--- src/rtl/fill_pkg.sv ---
package fill_pkg;

    typedef enum logic [2:0] {
        ST_IDLE,
        ST_ADDR,
        ST_WAIT,
        ST_XFER,
        ST_DONE
    } fill_state_e;

endpackage

--- src/rtl/fill_bank.sv ---
module fill_bank #(
    parameter int ADDR_W  = 16,
    parameter int SEL_W   = 2,
    parameter int DATA_W  = 32,
    parameter int ACC_CYC = 15,
    parameter int BANK_ID = 0
) (
    input  logic                    clk,
    input  logic                    rst_n,
    input  logic                    start_i,
    input  logic [ADDR_W-SEL_W-1:0] row_i,
    output logic                    fin_o,
    output logic [DATA_W-1:0]       data_o
);
    localparam int ROW_W = ADDR_W - SEL_W;
    localparam int CNT_W = $clog2(ACC_CYC + 1);

    typedef struct packed {
        logic              active;
        logic [CNT_W-1:0]  cnt;
        logic [ROW_W-1:0]  row;
        logic [DATA_W-1:0] data;
    } bank_t;

    bank_t bank_d, bank_q;

    // Stored word at address a: address bits repeated, every other copy inverted
    function automatic logic [DATA_W-1:0] word_at(input logic [ADDR_W-1:0] a);
        logic [DATA_W-1:0] v;
        for (int i = 0; i < DATA_W; i++) begin
            v[i] = a[i % ADDR_W] ^ (((i / ADDR_W) % 2) == 1);
        end
        return v;
    endfunction

    always_comb begin
        bank_d = bank_q;
        if (start_i) begin
            bank_d.active = 1'b1;
            bank_d.cnt    = CNT_W'(ACC_CYC);
            bank_d.row    = row_i;
        end else if (bank_q.active) begin
            bank_d.cnt = bank_q.cnt - 1'b1;
            if (bank_q.cnt == CNT_W'(1)) begin
                bank_d.active = 1'b0;
                bank_d.data   = word_at({bank_q.row, SEL_W'(BANK_ID)});
            end
        end
    end

    always_ff @(posedge clk or negedge rst_n) begin
        if (!rst_n) begin
            bank_q <= '0;
        end else begin
            bank_q <= bank_d;
        end
    end

    assign fin_o  = bank_q.active && (bank_q.cnt == CNT_W'(1));
    assign data_o = bank_q.data;

    // A bank is never restarted while its access is still running
    assert_bank_start_idle_R7: assert property (@(posedge clk) disable iff (!rst_n)
        start_i |-> !bank_q.active);

    // After the final access cycle the bank is free again
    assert_bank_fin_release_R4: assert property (@(posedge clk) disable iff (!rst_n)
        fin_o |=> !bank_q.active);

endmodule

--- src/rtl/fill_ctrl.sv ---
module fill_ctrl
    import fill_pkg::*;
#(
    parameter int ADDR_W = 16,
    parameter int NB     = 4,
    parameter int SEL_W  = 2
) (
    input  logic                    clk,
    input  logic                    rst_n,
    input  logic                    req_i,
    input  logic [ADDR_W-1:0]       addr_i,
    input  logic                    narrow_i,
    input  logic [NB-1:0]           fin_i,
    output logic [NB-1:0]           start_o,
    output logic [ADDR_W-SEL_W-1:0] row_o,
    output logic                    busy_o,
    output logic                    vld_o,
    output logic [SEL_W-1:0]        idx_o,
    output logic                    last_o,
    output logic                    run_o,
    output logic                    done_o
);
    localparam int ROW_W = ADDR_W - SEL_W;
    localparam logic [SEL_W-1:0] LAST_IDX = SEL_W'(NB - 1);

    typedef struct packed {
        fill_state_e      st;
        logic             narrow;
        logic [ROW_W-1:0] row;
        logic [SEL_W-1:0] idx;
    } ctrl_t;

    ctrl_t ctl_d, ctl_q;
    logic  ready;

    always_comb begin
        ctl_d   = ctl_q;
        start_o = '0;
        ready   = 1'b0;
        case (ctl_q.st)
            ST_IDLE: begin
                if (req_i) begin
                    ctl_d.st     = ST_ADDR;
                    ctl_d.row    = addr_i[ADDR_W-1:SEL_W];
                    ctl_d.narrow = narrow_i;
                    ctl_d.idx    = '0;
                end
            end
            ST_ADDR: begin
                for (int b = 0; b < NB; b++) begin
                    start_o[b] = ctl_q.narrow ? (b == 0) : 1'b1;
                end
                ctl_d.st = ST_WAIT;
            end
            ST_WAIT: begin
                ready = ctl_q.narrow ? fin_i[ctl_q.idx] : (&fin_i);
                if (ready) begin
                    ctl_d.st = ST_XFER;
                end
            end
            ST_XFER: begin
                if (ctl_q.idx == LAST_IDX) begin
                    ctl_d.st = ST_DONE;
                end else begin
                    ctl_d.idx = ctl_q.idx + 1'b1;
                    if (ctl_q.narrow) begin
                        // next bank's address goes out while this word is on the bus
                        for (int b = 0; b < NB; b++) begin
                            start_o[b] = (SEL_W'(b) == ctl_d.idx);
                        end
                        ctl_d.st = ST_WAIT;
                    end
                end
            end
            ST_DONE: begin
                ctl_d.st = ST_IDLE;
            end
            default: begin
                ctl_d.st = ST_IDLE;
            end
        endcase
    end

    always_ff @(posedge clk or negedge rst_n) begin
        if (!rst_n) begin
            ctl_q <= '{st: ST_IDLE, narrow: 1'b0, row: '0, idx: '0};
        end else begin
            ctl_q <= ctl_d;
        end
    end

    assign row_o  = ctl_q.row;
    assign idx_o  = ctl_q.idx;
    assign busy_o = (ctl_q.st != ST_IDLE);
    assign vld_o  = (ctl_q.st == ST_XFER);
    assign last_o = vld_o && (ctl_q.idx == LAST_IDX);
    assign run_o  = (ctl_q.st == ST_ADDR) || (ctl_q.st == ST_WAIT) || (ctl_q.st == ST_XFER);
    assign done_o = (ctl_q.st == ST_DONE);

    // Interleaved words leave on consecutive cycles in rising bank order
    assert_word_order_R3: assert property (@(posedge clk) disable iff (!rst_n)
        (vld_o && !ctl_q.narrow && ctl_q.idx != LAST_IDX)
            |=> (vld_o && ctl_q.idx == $past(ctl_q.idx) + 1'b1));

    // The last word is followed by a single done cycle, then idle
    assert_done_after_last_R6: assert property (@(posedge clk) disable iff (!rst_n)
        last_o |=> done_o);
    assert_done_pulse_R6: assert property (@(posedge clk) disable iff (!rst_n)
        done_o |=> (!done_o && !busy_o));

    // Block address and mode stay frozen for the whole fill
    assert_addr_hold_R7: assert property (@(posedge clk) disable iff (!rst_n)
        busy_o |=> $stable(ctl_q.row));
    assert_mode_hold_R9: assert property (@(posedge clk) disable iff (!rst_n)
        busy_o |=> $stable(ctl_q.narrow));

endmodule

--- src/rtl/fill_meter.sv ---
module fill_meter #(
    parameter int PEN_W = 8
) (
    input  logic             clk,
    input  logic             rst_n,
    input  logic             run_i,
    input  logic             last_i,
    output logic [PEN_W-1:0] pen_o
);
    localparam logic [PEN_W-1:0] CNT_MAX = '1;

    typedef struct packed {
        logic [PEN_W-1:0] cnt;
        logic [PEN_W-1:0] pen;
    } meter_t;

    meter_t met_d, met_q;
    logic [PEN_W-1:0] cnt_inc;

    always_comb begin
        met_d   = met_q;
        cnt_inc = (met_q.cnt == CNT_MAX) ? met_q.cnt : met_q.cnt + 1'b1;
        if (last_i) begin
            met_d.pen = cnt_inc;
            met_d.cnt = '0;
        end else if (run_i) begin
            met_d.cnt = cnt_inc;
        end
    end

    always_ff @(posedge clk or negedge rst_n) begin
        if (!rst_n) begin
            met_q <= '0;
        end else begin
            met_q <= met_d;
        end
    end

    assign pen_o = met_q.pen;

    // The running count restarts after every completed fill
    assert_meter_clear_R8: assert property (@(posedge clk) disable iff (!rst_n)
        last_i |=> (met_q.cnt == '0));

    // The reported penalty only moves when a fill completes
    assert_meter_hold_R8: assert property (@(posedge clk) disable iff (!rst_n)
        !last_i |=> $stable(met_q.pen));

endmodule

--- src/rtl/block_fill_seq.sv ---
module block_fill_seq #(
    parameter int ADDR_W    = 16,
    parameter int DATA_W    = 32,
    parameter int NUM_BANKS = 4,
    parameter int ACC_CYC   = 15,
    parameter int PEN_W     = 8
) (
    input  logic                         clk,
    input  logic                         rst_n,
    input  logic                         req_i,
    input  logic [ADDR_W-1:0]            blk_addr_i,
    input  logic                         mode_narrow_i,
    output logic                         busy_o,
    output logic                         word_vld_o,
    output logic [$clog2(NUM_BANKS)-1:0] word_bank_o,
    output logic [DATA_W-1:0]            word_data_o,
    output logic                         done_o,
    output logic [PEN_W-1:0]             penalty_o
);
    localparam int SEL_W = $clog2(NUM_BANKS);
    localparam int ROW_W = ADDR_W - SEL_W;

    logic [NUM_BANKS-1:0] bank_start;
    logic [NUM_BANKS-1:0] bank_fin;
    logic [DATA_W-1:0]    bank_data [NUM_BANKS];
    logic [ROW_W-1:0]     row;
    logic                 last_word;
    logic                 run;

    fill_ctrl #(
        .ADDR_W (ADDR_W),
        .NB     (NUM_BANKS),
        .SEL_W  (SEL_W)
    ) ctrl_i (
        .clk      (clk),
        .rst_n    (rst_n),
        .req_i    (req_i),
        .addr_i   (blk_addr_i),
        .narrow_i (mode_narrow_i),
        .fin_i    (bank_fin),
        .start_o  (bank_start),
        .row_o    (row),
        .busy_o   (busy_o),
        .vld_o    (word_vld_o),
        .idx_o    (word_bank_o),
        .last_o   (last_word),
        .run_o    (run),
        .done_o   (done_o)
    );

    for (genvar g = 0; g < NUM_BANKS; g++) begin : g_bank
        fill_bank #(
            .ADDR_W  (ADDR_W),
            .SEL_W   (SEL_W),
            .DATA_W  (DATA_W),
            .ACC_CYC (ACC_CYC),
            .BANK_ID (g)
        ) bank_i (
            .clk     (clk),
            .rst_n   (rst_n),
            .start_i (bank_start[g]),
            .row_i   (row),
            .fin_o   (bank_fin[g]),
            .data_o  (bank_data[g])
        );
    end

    // shared one-word bus: the selected bank drives it
    assign word_data_o = bank_data[word_bank_o];

    fill_meter #(
        .PEN_W (PEN_W)
    ) meter_i (
        .clk    (clk),
        .rst_n  (rst_n),
        .run_i  (run),
        .last_i (last_word),
        .pen_o  (penalty_o)
    );

    // Words appear only inside a fill
    assert_vld_in_fill_R2: assert property (@(posedge clk) disable iff (!rst_n)
        word_vld_o |-> busy_o);

    // A new fill never starts straight out of the done cycle
    assert_idle_after_done_R10: assert property (@(posedge clk) disable iff (!rst_n)
        done_o |=> !busy_o);

endmodule

--- config.mk ---
export PLATFORM = sky130hd
export DESIGN_NAME = block_fill_seq
export DESIGN_NICKNAME = d
export VERILOG_FILES = /design/src/rtl/fill_pkg.sv /design/src/rtl/fill_bank.sv /design/src/rtl/fill_ctrl.sv /design/src/rtl/fill_meter.sv /design/src/rtl/block_fill_seq.sv
export SDC_FILE = /design/constraint.sdc
export NUM_CORES = 1
export LEC_CHECK = 0
export CORE_MARGIN = 1.5
export CORE_UTILIZATION = 55
export CTS_CLUSTER_DIAMETER = 200
export DETAILED_ROUTE_END_ITERATION = 10
export PLACE_DENSITY_LB_ADDON = 0.08
export SLEW_MARGIN = 20
export SYNTH_ARGS = -nofsm -noshare
export SYNTH_HDL_FRONTEND = slang
export SYNTH_SLANG_ARGS = --single-unit
--- constraint.sdc ---
create_clock -name clk -period 3 [get_ports clk]
set_input_delay 0.6 -clock clk [delete_from_list [all_inputs] [get_ports clk]]
set_output_delay 0.6 -clock clk [all_outputs]
set_load 0.03 [all_outputs]
==> flow_metrics.env <==
export IMPL_clock_path_buffers=3
export IMPL_fp_dieArea_sq_um=19300
export IMPL_postSynthAreaPerCell_sq_um=13.4
export IMPL_globalplace_congestion=0.909
export IMPL_vias=6124
export IMPL_insertion_delay_ns=0.51
export IMPL_worst_setup_path_end_kind="primary output"
export IMPL_crit_required_ns=2.40
export IMPL_yosysMostFrequentCell="dfrtp_1"
export IMPL_worstReg2RegStart="ctrl_i.idx_o[1]$_DFFE_PN0P_"
export IMPL_clk_pin_slew_ns=0.06
export IMPL_num_rows=49
export IMPL_dieHeight_um=139
export IMPL_status="finished, final reports clean"
export IMPL_syn_cell_area_sq_um=10200
export IMPL_grt_max_degree=87
export IMPL_drt_pass1_iterations=4
export IMPL_arrival_ns=2.31
export IMPL_synthArstFlopShare=1.00
export IMPL_portBuffers=62
export IMPL_vias_per_cell=5.73
export IMPL_cellLeakagePower_nw=5.25
export IMPL_synthFlopType="dfrtp_1"
export IMPL_grt_pass1_vias=6474
export IMPL_die_w_um=139
export IMPL_ant_nets=0
export IMPL_core_sq_um=18000
export IMPL_yosysTopAreaCell="dfrtp_1"
export IMPL_critPathLaunchType="flop"
export IMPL_holdWs_ns=0.0819
export IMPL_yosys_top_cells_count="228 x dfrtp_1, 84 x mux2_2, 72 x a21oi_1, 55 x nor2_1, 42 x nand2_1"
export IMPL_crit_fanout=18
export IMPL_drv_slew=0
export IMPL_max_clock_freq_mhz=344
export IMPL_synth_distinct_cells=59
export IMPL_critPathKind="flop to primary output"
export IMPL_clock_sinks=228
export IMPL_r2r_cells=5
export IMPL_setup_viol=0
export IMPL_totalWireLength_mm=20.9
export IMPL_nets=857
export IMPL_htree_num_levels=1
export IMPL_cap_violations=0
export IMPL_root_buffer="clkbuf_16"
export IMPL_postCtsHoldBufs=0
export IMPL_tightestPinTransition_ns=0.668
export IMPL_cts_tree="done"
export IMPL_cts_buffers=24
export IMPL_reg2reg_to="g_bank[1].bank_i.data_o[3]$_DFFE_PN0P_"
export IMPL_overflow=0
export IMPL_p_per_area_nw_per_um2=1190
export IMPL_synthTopCellsByArea="dfrtp_1 56%, mux2_2 9.3%, mux4_2 6.4%, a21oi_1 3.5%, mux2_4 3.0%"
export IMPL_start_util=0.564
export IMPL_drt_iter0_drc=309
export IMPL_wl_per_cell_um=19.6
export IMPL_slew_headroom=0.553
export IMPL_synth_edf_count=0
export IMPL_fin_crit_ns=2.91
export IMPL_io_pins=65
export IMPL_setup_tns_final_ns=0
export IMPL_hp_class="primary input to async pin"
export IMPL_synth_warnings=0
export IMPL_grtUsageTotal=0.227
export IMPL_timing_final_crit_share=0.969
export IMPL_final_hold_viol_count=0
export IMPL_drc=0
export IMPL_antenna_found_initial=0
export IMPL_rsz0062_at_grt="no"
export IMPL_areaGrowthSynthToFinish_pct=17.1
export IMPL_grt_pass1_wl_mm=35.0
export IMPL_hpwl_mm=13.3
export IMPL_synth_top_area_share=0.561
export IMPL_clock_skew_final_ns=0.0147
export IMPL_vdd_drop_max_mv=0.686
export IMPL_drive_gt1_frac=0.269
export IMPL_r2r_slack_ns=0.64
export IMPL_syn_num_nets=793
export IMPL_ys_seq_area_frac=0.561
export IMPL_synth_seq_cells=228
export IMPL_diodes=0
export IMPL_syn_inst=759
flip-flops by register name, summed over array words and instances (netlist names):
name / count
ctrl_i.row_o: 14
ctrl_i.ctl_q: 4
meter_i.pen_o: 8
ctrl_i.idx_o: 2
meter_i.met_q: 8
g_bank.bank_i.data_o: 116
g_bank.bank_i.bank_q: 76
final cells by class:
class | instances | area (sq um)
Clock inverter | 8 | 118
Inverter | 21 | 78.8
Tap cell | 229 | 287
Fill cell | 1326 | 6120
Multi-Input combinational cell | 459 | 4020
Sequential cell | 228 | 5710
Clock buffer | 35 | 743
Timing Repair Buffer | 89 | 946
cells by family after synthesis:
group,Yosys count,synth area share
AO/OA/AOI/OAI,120,0.0708
XOR/XNOR,14,0.0121
adder cells (fa/ha/maj),14,0.0172
buffers and inverters,72,0.0441
flip-flops,228,0.561
multiplexers,166,0.222
AND/OR/NAND/NOR,145,0.0726
through the flow:
step / cell area (sq um) / worst slack, ns / util / cells / total power [mW]
3_5_place_dp: 11000 / 0.423 / 0.611 / 1024 / 11.1
3_3_place_gp: 11000 / 0.424 / 0.611 / 1024 / 10.9
5_1_grt: 11900 / 0.0255 / 0.660 / 1069 / 15.1
2_1_floorplan: 10200 / 0.640 / - / 759 / 9.31
4_1_cts: 11900 / 0.0285 / 0.660 / 1069 / 14.3
6_report: 11900 / 0.0940 / 0.660 / 1069 / 14.2
where the power goes:
part | switching [mW] | internal [mW] | total, mW
clock | 1.19 | 1.97 | 3.16
combinational | 2.64 | 2.77 | 5.42
sequential | 1.14 | 4.50 | 5.64
total | 4.97 | 9.25 | 14.2
timing repair:
| item | 4_1_cts | 5_1_grt |
|---|---|---|
| cloned | 0 | 0 |
| gates resized for setup | 1 | 2 |
| endpoints found under the setup margin | 24 | 2 |
| buffers inserted | 2 | 0 |
worst max-delay path: stages, from the launching register on:
cell and delay, ns:
dfrtp_2 0.44, buf_12 0.20, mux4_2 0.54, clkdlybuf4s50_1 0.61
how the worst max path moves through the flow:
stage                                      startpoint                                      end  slack, ns  depth (start not counted)
after floorplan           ctrl_i.idx_o[1]$_DFFE_PN0P_  g_bank[1].bank_i.data_o[10]$_DFFE_PN0P_       0.64                          7
after global placement    ctrl_i.idx_o[0]$_DFFE_PN0P_                          word_data_o[30]       0.42                          3
after detailed placement  ctrl_i.idx_o[0]$_DFFE_PN0P_                          word_data_o[21]       0.42                          3
after CTS                 ctrl_i.idx_o[1]$_DFFE_PN0P_                           word_data_o[0]       0.03                          4
after global routing      ctrl_i.idx_o[1]$_DFFE_PN0P_                          word_data_o[16]       0.03                          4
final                     ctrl_i.idx_o[0]$_DFFE_PN0P_                          word_data_o[21]       0.09                          3
cells in the final DEF (no fill, tap or decap), drive strengths merged, types with 4 or more instances in the layout:
cell,count
nand3,5
ha,14
nor4b,5
buf,28
clkinv,4
o21ai,26
or2,5
a21oi,74
nor2,58
clkbuf,35
o31ai,4
nand2,42
xor2,5
nor3,4
dfrtp,228
mux4,29
mux2,127
inv,21
clkdlybuf4s50,59
xnor2,9
mux2i,10
routing by layer:
layer  vias up  share of wire  global-route usage
met5         -              0                   0
met4         0          0.021              0.0504
met3        40          0.044              0.0359
met2       130           0.49               0.378
met1      3144           0.44               0.318
li1       2810              -                   -
(Power assumes the default switching activity.)
